[src/rtl/iosp_pkg.sv]
package iosp_pkg;

    typedef enum logic {
        LN_SYNC = 1'b0,
        LN_BODY = 1'b1
    } line_state_t;

    typedef enum logic [1:0] {
        AC_IDLE  = 2'd0,
        AC_READ  = 2'd1,
        AC_WRITE = 2'd2
    } acc_state_t;

endpackage

[src/rtl/iosp_line_timer.sv]
module iosp_line_timer
    import iosp_pkg::*;
#(
    parameter int LINE_CLKS = 207,
    parameter int SYNC_W    = 16,
    parameter int ROW_BITS  = 3
) (
    input  logic                clk,
    input  logic                rst_n,
    input  logic                row_clr,
    output logic                hsync,
    output logic [ROW_BITS-1:0] row
);
    localparam int CNT_W = $clog2(LINE_CLKS);
    localparam logic [CNT_W-1:0] SYNC_LAST = CNT_W'(SYNC_W - 1);
    localparam logic [CNT_W-1:0] LINE_LAST = CNT_W'(LINE_CLKS - 1);

    line_state_t          state, state_nxt;
    logic [CNT_W-1:0]     cnt, cnt_nxt;
    logic [ROW_BITS-1:0]  row_nxt;
    logic                 wrap;

    always_ff @(posedge clk or negedge rst_n) begin
        if (!rst_n) begin
            state <= LN_SYNC;
            cnt   <= '0;
            row   <= '0;
        end else begin
            state <= state_nxt;
            cnt   <= cnt_nxt;
            row   <= row_nxt;
        end
    end

    always_comb begin
        state_nxt = state;
        cnt_nxt   = cnt + 1'b1;
        wrap      = 1'b0;
        unique case (state)
            LN_SYNC: begin
                if (cnt == SYNC_LAST) state_nxt = LN_BODY;
            end
            LN_BODY: begin
                if (cnt == LINE_LAST) begin
                    state_nxt = LN_SYNC;
                    cnt_nxt   = '0;
                    wrap      = 1'b1;
                end
            end
            default: state_nxt = LN_SYNC;
        endcase
        if (row_clr)   row_nxt = '0;
        else if (wrap) row_nxt = row + 1'b1;
        else           row_nxt = row;
    end

    always_comb begin
        hsync = (state == LN_SYNC);
    end

    p_sync_width_r2: assert property (@(posedge clk) disable iff (!rst_n)
        $fell(hsync) |-> ($past(cnt) == SYNC_LAST));

    p_line_len_r2: assert property (@(posedge clk) disable iff (!rst_n)
        $rose(hsync) |-> ($past(cnt) == LINE_LAST && cnt == '0));

    p_row_step_r3: assert property (@(posedge clk) disable iff (!rst_n)
        (row != $past(row)) |-> (row == $past(row) + 1'b1 || row == '0));

endmodule

[src/rtl/iosp_decoder.sv]
module iosp_decoder
    import iosp_pkg::*;
#(
    parameter int SEL_BITS = 8
) (
    input  logic                clk,
    input  logic                rst_n,
    input  logic                iorq_n,
    input  logic                rd_n,
    input  logic                wr_n,
    input  logic [SEL_BITS-1:0] addr_lo,
    output logic                rd_act,
    output logic                rd_start,
    output logic                wr_start,
    output logic [SEL_BITS-1:0] lone
);
    acc_state_t state, state_nxt;
    logic       wr_act;

    assign rd_act = !iorq_n && !rd_n;
    assign wr_act = !iorq_n && !wr_n;

    for (genvar b = 0; b < SEL_BITS; b++) begin : g_sel
        localparam logic [SEL_BITS-1:0] OWN = SEL_BITS'(1) << b;
        assign lone[b] = !addr_lo[b] && ((addr_lo | OWN) == '1);
    end

    always_ff @(posedge clk or negedge rst_n) begin
        if (!rst_n) state <= AC_IDLE;
        else        state <= state_nxt;
    end

    always_comb begin
        state_nxt = state;
        unique case (state)
            AC_IDLE: begin
                if (rd_act)      state_nxt = AC_READ;
                else if (wr_act) state_nxt = AC_WRITE;
            end
            AC_READ:  if (!rd_act) state_nxt = AC_IDLE;
            AC_WRITE: if (!wr_act) state_nxt = AC_IDLE;
            default:  state_nxt = AC_IDLE;
        endcase
    end

    always_comb begin
        rd_start = (state == AC_IDLE) && rd_act;
        wr_start = (state == AC_IDLE) && !rd_act && wr_act;
    end

    p_no_dual_start_r9: assert property (@(posedge clk) disable iff (!rst_n)
        !(rd_start && wr_start));

    p_single_rd_r9: assert property (@(posedge clk) disable iff (!rst_n)
        rd_start |=> !rd_start);

    p_single_wr_r9: assert property (@(posedge clk) disable iff (!rst_n)
        wr_start |=> !wr_start);

endmodule

[src/rtl/iosp_kbd_port.sv]
module iosp_kbd_port #(
    parameter int COLS     = 5,
    parameter int TAPE_BIT = 7,
    parameter int DW       = 8
) (
    input  logic            kbd_rd,
    input  logic [DW-1:0]   addr_hi,
    input  logic [COLS-1:0] col_n,
    input  logic            tape_in,
    output logic [DW-1:0]   rd_data,
    output logic            rd_oe,
    output logic [DW-1:0]   row_n
);
    logic [DW-1:0] word;

    for (genvar b = 0; b < DW; b++) begin : g_bit
        if (b < COLS) begin : g_col
            assign word[b] = col_n[b];
        end else if (b == TAPE_BIT) begin : g_tape
            assign word[b] = tape_in;
        end else begin : g_pad
            assign word[b] = 1'b1;
        end
    end

    always_comb begin
        rd_oe   = kbd_rd;
        rd_data = kbd_rd ? word : '1;
        row_n   = kbd_rd ? addr_hi : '1;
    end

endmodule

[src/rtl/io_sync_port.sv]
module io_sync_port
    import iosp_pkg::*;
#(
    parameter int LINE_CLKS   = 207,
    parameter int SYNC_W      = 16,
    parameter int ROW_BITS    = 3,
    parameter int COLS        = 5,
    parameter int KBD_BIT     = 0,
    parameter int NMI_ON_BIT  = 1,
    parameter int NMI_OFF_BIT = 2
) (
    input  logic                clk,
    input  logic                rst_n,
    input  logic                iorq_n,
    input  logic                rd_n,
    input  logic                wr_n,
    input  logic [15:0]         addr,
    input  logic [COLS-1:0]     kbd_col_n,
    input  logic                tape_in,
    output logic [7:0]          rd_data,
    output logic                rd_oe,
    output logic [7:0]          kbd_row_n,
    output logic                hsync,
    output logic                nmi_n,
    output logic                vsync_tape,
    output logic [ROW_BITS-1:0] row_idx
);
    localparam int SEL_BITS = 8;

    logic                rd_act, rd_start, wr_start;
    logic [SEL_BITS-1:0] lone;
    logic                nmi_en;

    iosp_decoder #(.SEL_BITS(SEL_BITS)) u_dec (
        .clk      (clk),
        .rst_n    (rst_n),
        .iorq_n   (iorq_n),
        .rd_n     (rd_n),
        .wr_n     (wr_n),
        .addr_lo  (addr[SEL_BITS-1:0]),
        .rd_act   (rd_act),
        .rd_start (rd_start),
        .wr_start (wr_start),
        .lone     (lone)
    );

    iosp_line_timer #(
        .LINE_CLKS (LINE_CLKS),
        .SYNC_W    (SYNC_W),
        .ROW_BITS  (ROW_BITS)
    ) u_line (
        .clk     (clk),
        .rst_n   (rst_n),
        .row_clr (wr_start),
        .hsync   (hsync),
        .row     (row_idx)
    );

    iosp_kbd_port #(.COLS(COLS), .TAPE_BIT(7), .DW(8)) u_kbd (
        .kbd_rd  (rd_act && lone[KBD_BIT]),
        .addr_hi (addr[15:8]),
        .col_n   (kbd_col_n),
        .tape_in (tape_in),
        .rd_data (rd_data),
        .rd_oe   (rd_oe),
        .row_n   (kbd_row_n)
    );

    always_ff @(posedge clk or negedge rst_n) begin
        if (!rst_n) begin
            vsync_tape <= 1'b0;
            nmi_en     <= 1'b0;
        end else begin
            if (rd_start && lone[KBD_BIT]) vsync_tape <= 1'b1;
            else if (wr_start)             vsync_tape <= 1'b0;
            if (wr_start && lone[NMI_ON_BIT])       nmi_en <= 1'b1;
            else if (wr_start && lone[NMI_OFF_BIT]) nmi_en <= 1'b0;
        end
    end

    always_comb begin
        nmi_n = !(hsync && nmi_en);
    end

    p_vsync_on_r6: assert property (@(posedge clk) disable iff (!rst_n)
        (rd_start && lone[KBD_BIT]) |=> vsync_tape);

    p_write_ends_r7: assert property (@(posedge clk) disable iff (!rst_n)
        wr_start |=> (!vsync_tape && row_idx == '0));

    p_nmi_in_sync_r8: assert property (@(posedge clk) disable iff (!rst_n)
        !nmi_n |-> hsync);

endmodule

[config.mk]
export PLATFORM = sky130hd
export DESIGN_NAME = io_sync_port
export DESIGN_NICKNAME = d
export VERILOG_FILES = /design/src/rtl/iosp_pkg.sv /design/src/rtl/iosp_line_timer.sv /design/src/rtl/iosp_decoder.sv /design/src/rtl/iosp_kbd_port.sv /design/src/rtl/io_sync_port.sv
export SDC_FILE = /design/constraint.sdc
export NUM_CORES = 1
export LEC_CHECK = 0
export ABC_AREA = 1
export BUFFER_PORTS_ARGS = -buffer_cell sky130_fd_sc_hd__buf_2
export CAP_MARGIN = 20
export CORE_ASPECT_RATIO = 1.25
export CORE_MARGIN = 5
export CORE_UTILIZATION = 35
export CTS_CLUSTER_SIZE = 16
export DETAILED_ROUTE_END_ITERATION = 12
export PLACE_DENSITY = 0.66
export SYNTH_ARGS = -nofsm -noshare
export SYNTH_HDL_FRONTEND = slang
export SYNTH_HIERARCHICAL = 1
export SYNTH_SLANG_ARGS = --single-unit
[constraint.sdc]
create_clock -name clk -period 1.4 [get_ports clk]
set_clock_uncertainty 0.1 [all_clocks]
set_input_delay 0.28 -clock clk [delete_from_list [all_inputs] [get_ports clk]]
set_output_delay 0.28 -clock clk [all_outputs]
set_load 0.02 [all_outputs]
Yosys cells after proc, flatten, opt, wreduce, memory -nomap -nowiden

Index checks and enable logic that the tools add are counted.

Bitwise logic cells: 1
Add/sub/neg operators: 2
Equal/unequal tests: 10
Reduce and logical (&&, ||, !) cells: 26
Multiplexer cells: 20

Operator list:

| cell                | count |
|---|---|
| $mux 8              | 4 |
| $eq 7x7->1 const B  | 3 |
| $logic_and 1x1->1   | 13 |
| $add 8x1->8 const B | 1 |
| $eq 8x4->1 const B  | 1 |
| $eq 8x8->1 const B  | 1 |
| $logic_not 1->1     | 8 |
| $mux 1              | 8 |
| $mux 2              | 4 |
| $mux 3              | 2 |
| $pmux 2 s3          | 1 |
| $reduce_bool 2->1   | 3 |
| $ne 2x2->1 const B  | 2 |
| $add 3x1->3 const B | 1 |
| $ne 3x2->1 const B  | 1 |
| $reduce_and 3->1    | 1 |
| $eq 2x1->1 const B  | 1 |
| $eq 2x2->1 const B  | 1 |
| $logic_not 2->1     | 1 |
| $pmux 1 s2          | 1 |
| $not 1->1           | 1 |

Register bits: 16
Input port bits: 27

Logic depth before layout (Yosys ltp)

Depth in word-level cells: 8
Gate-level depth with buffers: 8

By module

The synthesis kept the hierarchy.

By module, submodules not included:

| module          | cells each | instances | area each (um^2) | seq. area each (um^2) |
|---|---|---|---|---|
| iosp_line_timer | 80         | 1         | 646.9            | 300.3 |
| iosp_decoder    | 50         | 1         | 255.2            | 50.0 |
| iosp_kbd_port   | 33         | 1         | 142.6            | 0.0 |
| io_sync_port    | 12         | 1         | 88.8             | 50.0 |

Least setup slack after synthesis

No wires, ideal clock.

Path kind: input to output
Start point: input addr[6]
End point: output kbd_row_n[0]
Data required time: 1020 ps
Path buffers: 1
Setup slack: -82 ps
Stages: 8
Arrival time: 1102 ps
Cells stage by stage: nand2_1 > nor2_2 > nand2_2 > nor2_1 > nand2_1 > inv_1 > buf_6 > nand2_1

Word-level cells in the longest chain between the ends: 4

RTL lines:

| what               | line                | RTL |
|---|---|---|
| start: declaration | io_sync_port.sv:17  | `input logic [15:0] addr,` |
| $eq 7x7->1         | iosp_decoder.sv:25  | `assign lone[b] = !addr_lo[b] && ((addr_lo \| OWN) == '1);` |
| $logic_and 1x1->1  | iosp_decoder.sv:25  |  |
| via lone[0]        | io_sync_port.sv:31  | `logic [SEL_BITS-1:0] lone;` |
| $logic_and 1x1->1  | io_sync_port.sv:60  | `.kbd_rd (rd_act && lone[KBD_BIT]),` |
| $mux 8             | iosp_kbd_port.sv:29 | `row_n = kbd_rd ? addr_hi : '1;` |
| end: declaration   | io_sync_port.sv:22  | `output logic [7:0] kbd_row_n,` |

The timed path passes the listed nets, and every way through them passes these cells.

Worst setup path in the final report

Start point: input addr[7]
End point: output kbd_row_n[5]

The elaborated chain is that of the path after synthesis.

==> impl_results.md <==
* CTS sink count at 16
* Share of layout cells above drive strength 1 at about 45%
* Pwr per Cell Area at between 500 and 600 nW/um2
* Synthesis Warnings at 6
* Bufs on Longest Clock Path at 2
* TNS Setup at -2660 ps
* Largest net degree at the start of global routing at 17
* Number of global-route vias before repair at 953
* Cell row count at 22
* Max-cap violations at 0
* RSZ-0062 raised after global routing: true
* Worst Setup SP: addr[7]
* Number of filler cells placed in the layout at 281
* CTS clock-pin slew for the worst setup and hold paths at roughly 90 ps
* Setup Viol. Count Final at 15
* R2r setup slk at 80 ps
* Final Critical Period at 1597 ps
* Post-Layout Cell Count at between 200 and 300
* Global Route Usage Sum at around 11%
* Synthesized area at ~1100 um2
* R2R Path Start: u_line/cnt[0]
* Element type at the critical path end: output pin
* Htree depth at 1
* Chip width at 59.16 um
* Failing checks: negative setup slack
* GR peak layer: met2
* CTS tree: built
* 1st-iter DRT viols at 38
* Drt wl/cell at about 11 um
* Ports at 50
* Ant diodes at 0
* Min-Delay Startpoint: wr_n
* Worst-path fanout max at 8
* Met3 Usage GRT at 2.523%
* Grt ovf at 0
* Hpwl dp at about 1.9 mm
* Period utilisation layout at 114.1%
* Nets at 248
* Full die area at between 4000 and 5000 um2
* Final core occ at slightly below 60%
* Antenna Nets Post-Route at 0
* Fmax at 0.6261 GHz
* PnR worst setup slack at -197.2 ps
* Core area at 2918 um2
* Final hold violation count at 0
* Register area at 400.4 um2
* Arrival time at the worst endpoint at 1220 ps
* DRC violation count after routing at 0
* Peak supply drop at 483.0 uV
* Post-DR vias/cell at between 4 and 5
* CTS Buf Count at 3
* M2 GR Usage at 19.53%
* Hold Crit Class: in -> reg
* First-pass GRT wire length at approximately 3.8 mm
* Initial antenna violation count at 0
* Dpl cells at 243
* Status: complete, but fails checks
* Die Y at between 70 and 80 um
* Final Wtd Congestion at approximately 0.78
* Mapped Cells at 157
* Pre-Repair DR Iteration Count at 4
* WL final at 2.665 mm
* Final slew viol count at 0
* Via count at between 1000 and 1500
* Leak pwr at roughly 1.0 nW
* Required time of the critical path at roughly 1000 ps
* Clk_lat worst skew at 280 ps
* Area delta synth->final at 60.36%
* Multi-input gate area at 608.1 um2
* Critical path class: in -> out
* GRT met1 Usage at 12.90%
* Initial Util at between 30% and 40%
* IO Port Bufs at 47
* Avg Synthesized Cell Area at 6.734 um2
* Root Driver: clkbuf_4
* CP startpoint kind: primary input
-- final timing paths --
path	to	depth (start not counted)
min in group asynchronous	u_line/cnt[2]	2
max reg2reg	u_line/row[2]	8
min reg2reg	u_dec/state[0]	1
max	kbd_row_n[5]	10
max in group asynchronous	u_line/row[2]	2
min	u_dec/state[1]	4
-- routing by layer --
layer,vias up,wire (um),share of wire [%]
li1,571,-,-
met1,490,1008,38
met2,37,1401,53
met3,2,230,8.6
met4,0,24,0.90
met5,-,0,0
-- per-stage QoR --
step | worst slack [ps] | hold slack, ps | power, W | cell area (um2)
2_1_floorplan | -1.083 | -115.6 | 0.0005232 | 1086
3_5_place_dp | -189.6 | 109.8 | 0.0005787 | 1390
5_1_grt | -252.5 | 143.9 | 0.0009446 | 1695
4_1_cts | -161.6 | 126.4 | 0.0008805 | 1445
6_report | -197.2 | 137.7 | 0.0008985 | 1695
3_3_place_gp | -171.9 | 107.8 | 0.0005769 | 1390
-- repair_timing --
item | 4_1_cts | 5_1_grt
endpoints found under the setup margin | 15 | 23
setup buffers | 0 | 4
hold buffers | 1 | 0
pin swaps | 0 | 17
gates resized for setup | 3 | 52
hold endpoints to repair | 16 | 0
gates cloned | 0 | 1
-- report_power, final --
group / total, W / leakage [nW] / internal (W) / switching [W]
combinational: 0.000129 / 0.810 / 0.0000605 / 0.0000684
clock: 0.000302 / 0.0210 / 0.000158 / 0.000143
sequential: 0.000468 / 0.202 / 0.000466 / 0.00000208
total: 0.000899 / 1.03 / 0.000685 / 0.000214
-- critical path, stage by stage --
cell,delay [ps]
buf_6,80
nand2_4,50
nor2_4,100
nand2_2,70
nor2_2,120
nand2_1,70
inv_2,100
buf_12,140
nand2_1,60
buf_2,150
-- layout by cell type, fill, tap and decap left out, types with 3 or more instances in the layout --
cell type  count
nand3_1        6
buf_4         10
nand2_2        9
a21oi_1        3
ha_1           3
clkbuf_4       3
nand2_4       10
nor2_2         6
nand2_1       29
inv_1         33
inv_2          4
nor2_1        18
buf_2         29
buf_6         17
dfrtp_1       16
-- layout make-up --
class	count	area share [%]
clock buffers	4	2.140
inverters	37	8.192
multi-input cells	101	35.87
flip-flops and latches	16	23.62
well taps	36	2.657
repair buffers	59	27.53
-- flip-flops by register name (all words and copies together) (netlist names) --
signal,flops
u_line/state,1
u_line/row,3
u_dec/state,2
u_line/cnt,8
vsync_tape,1
nmi_en,1
(Power assumes the default switching activity.)
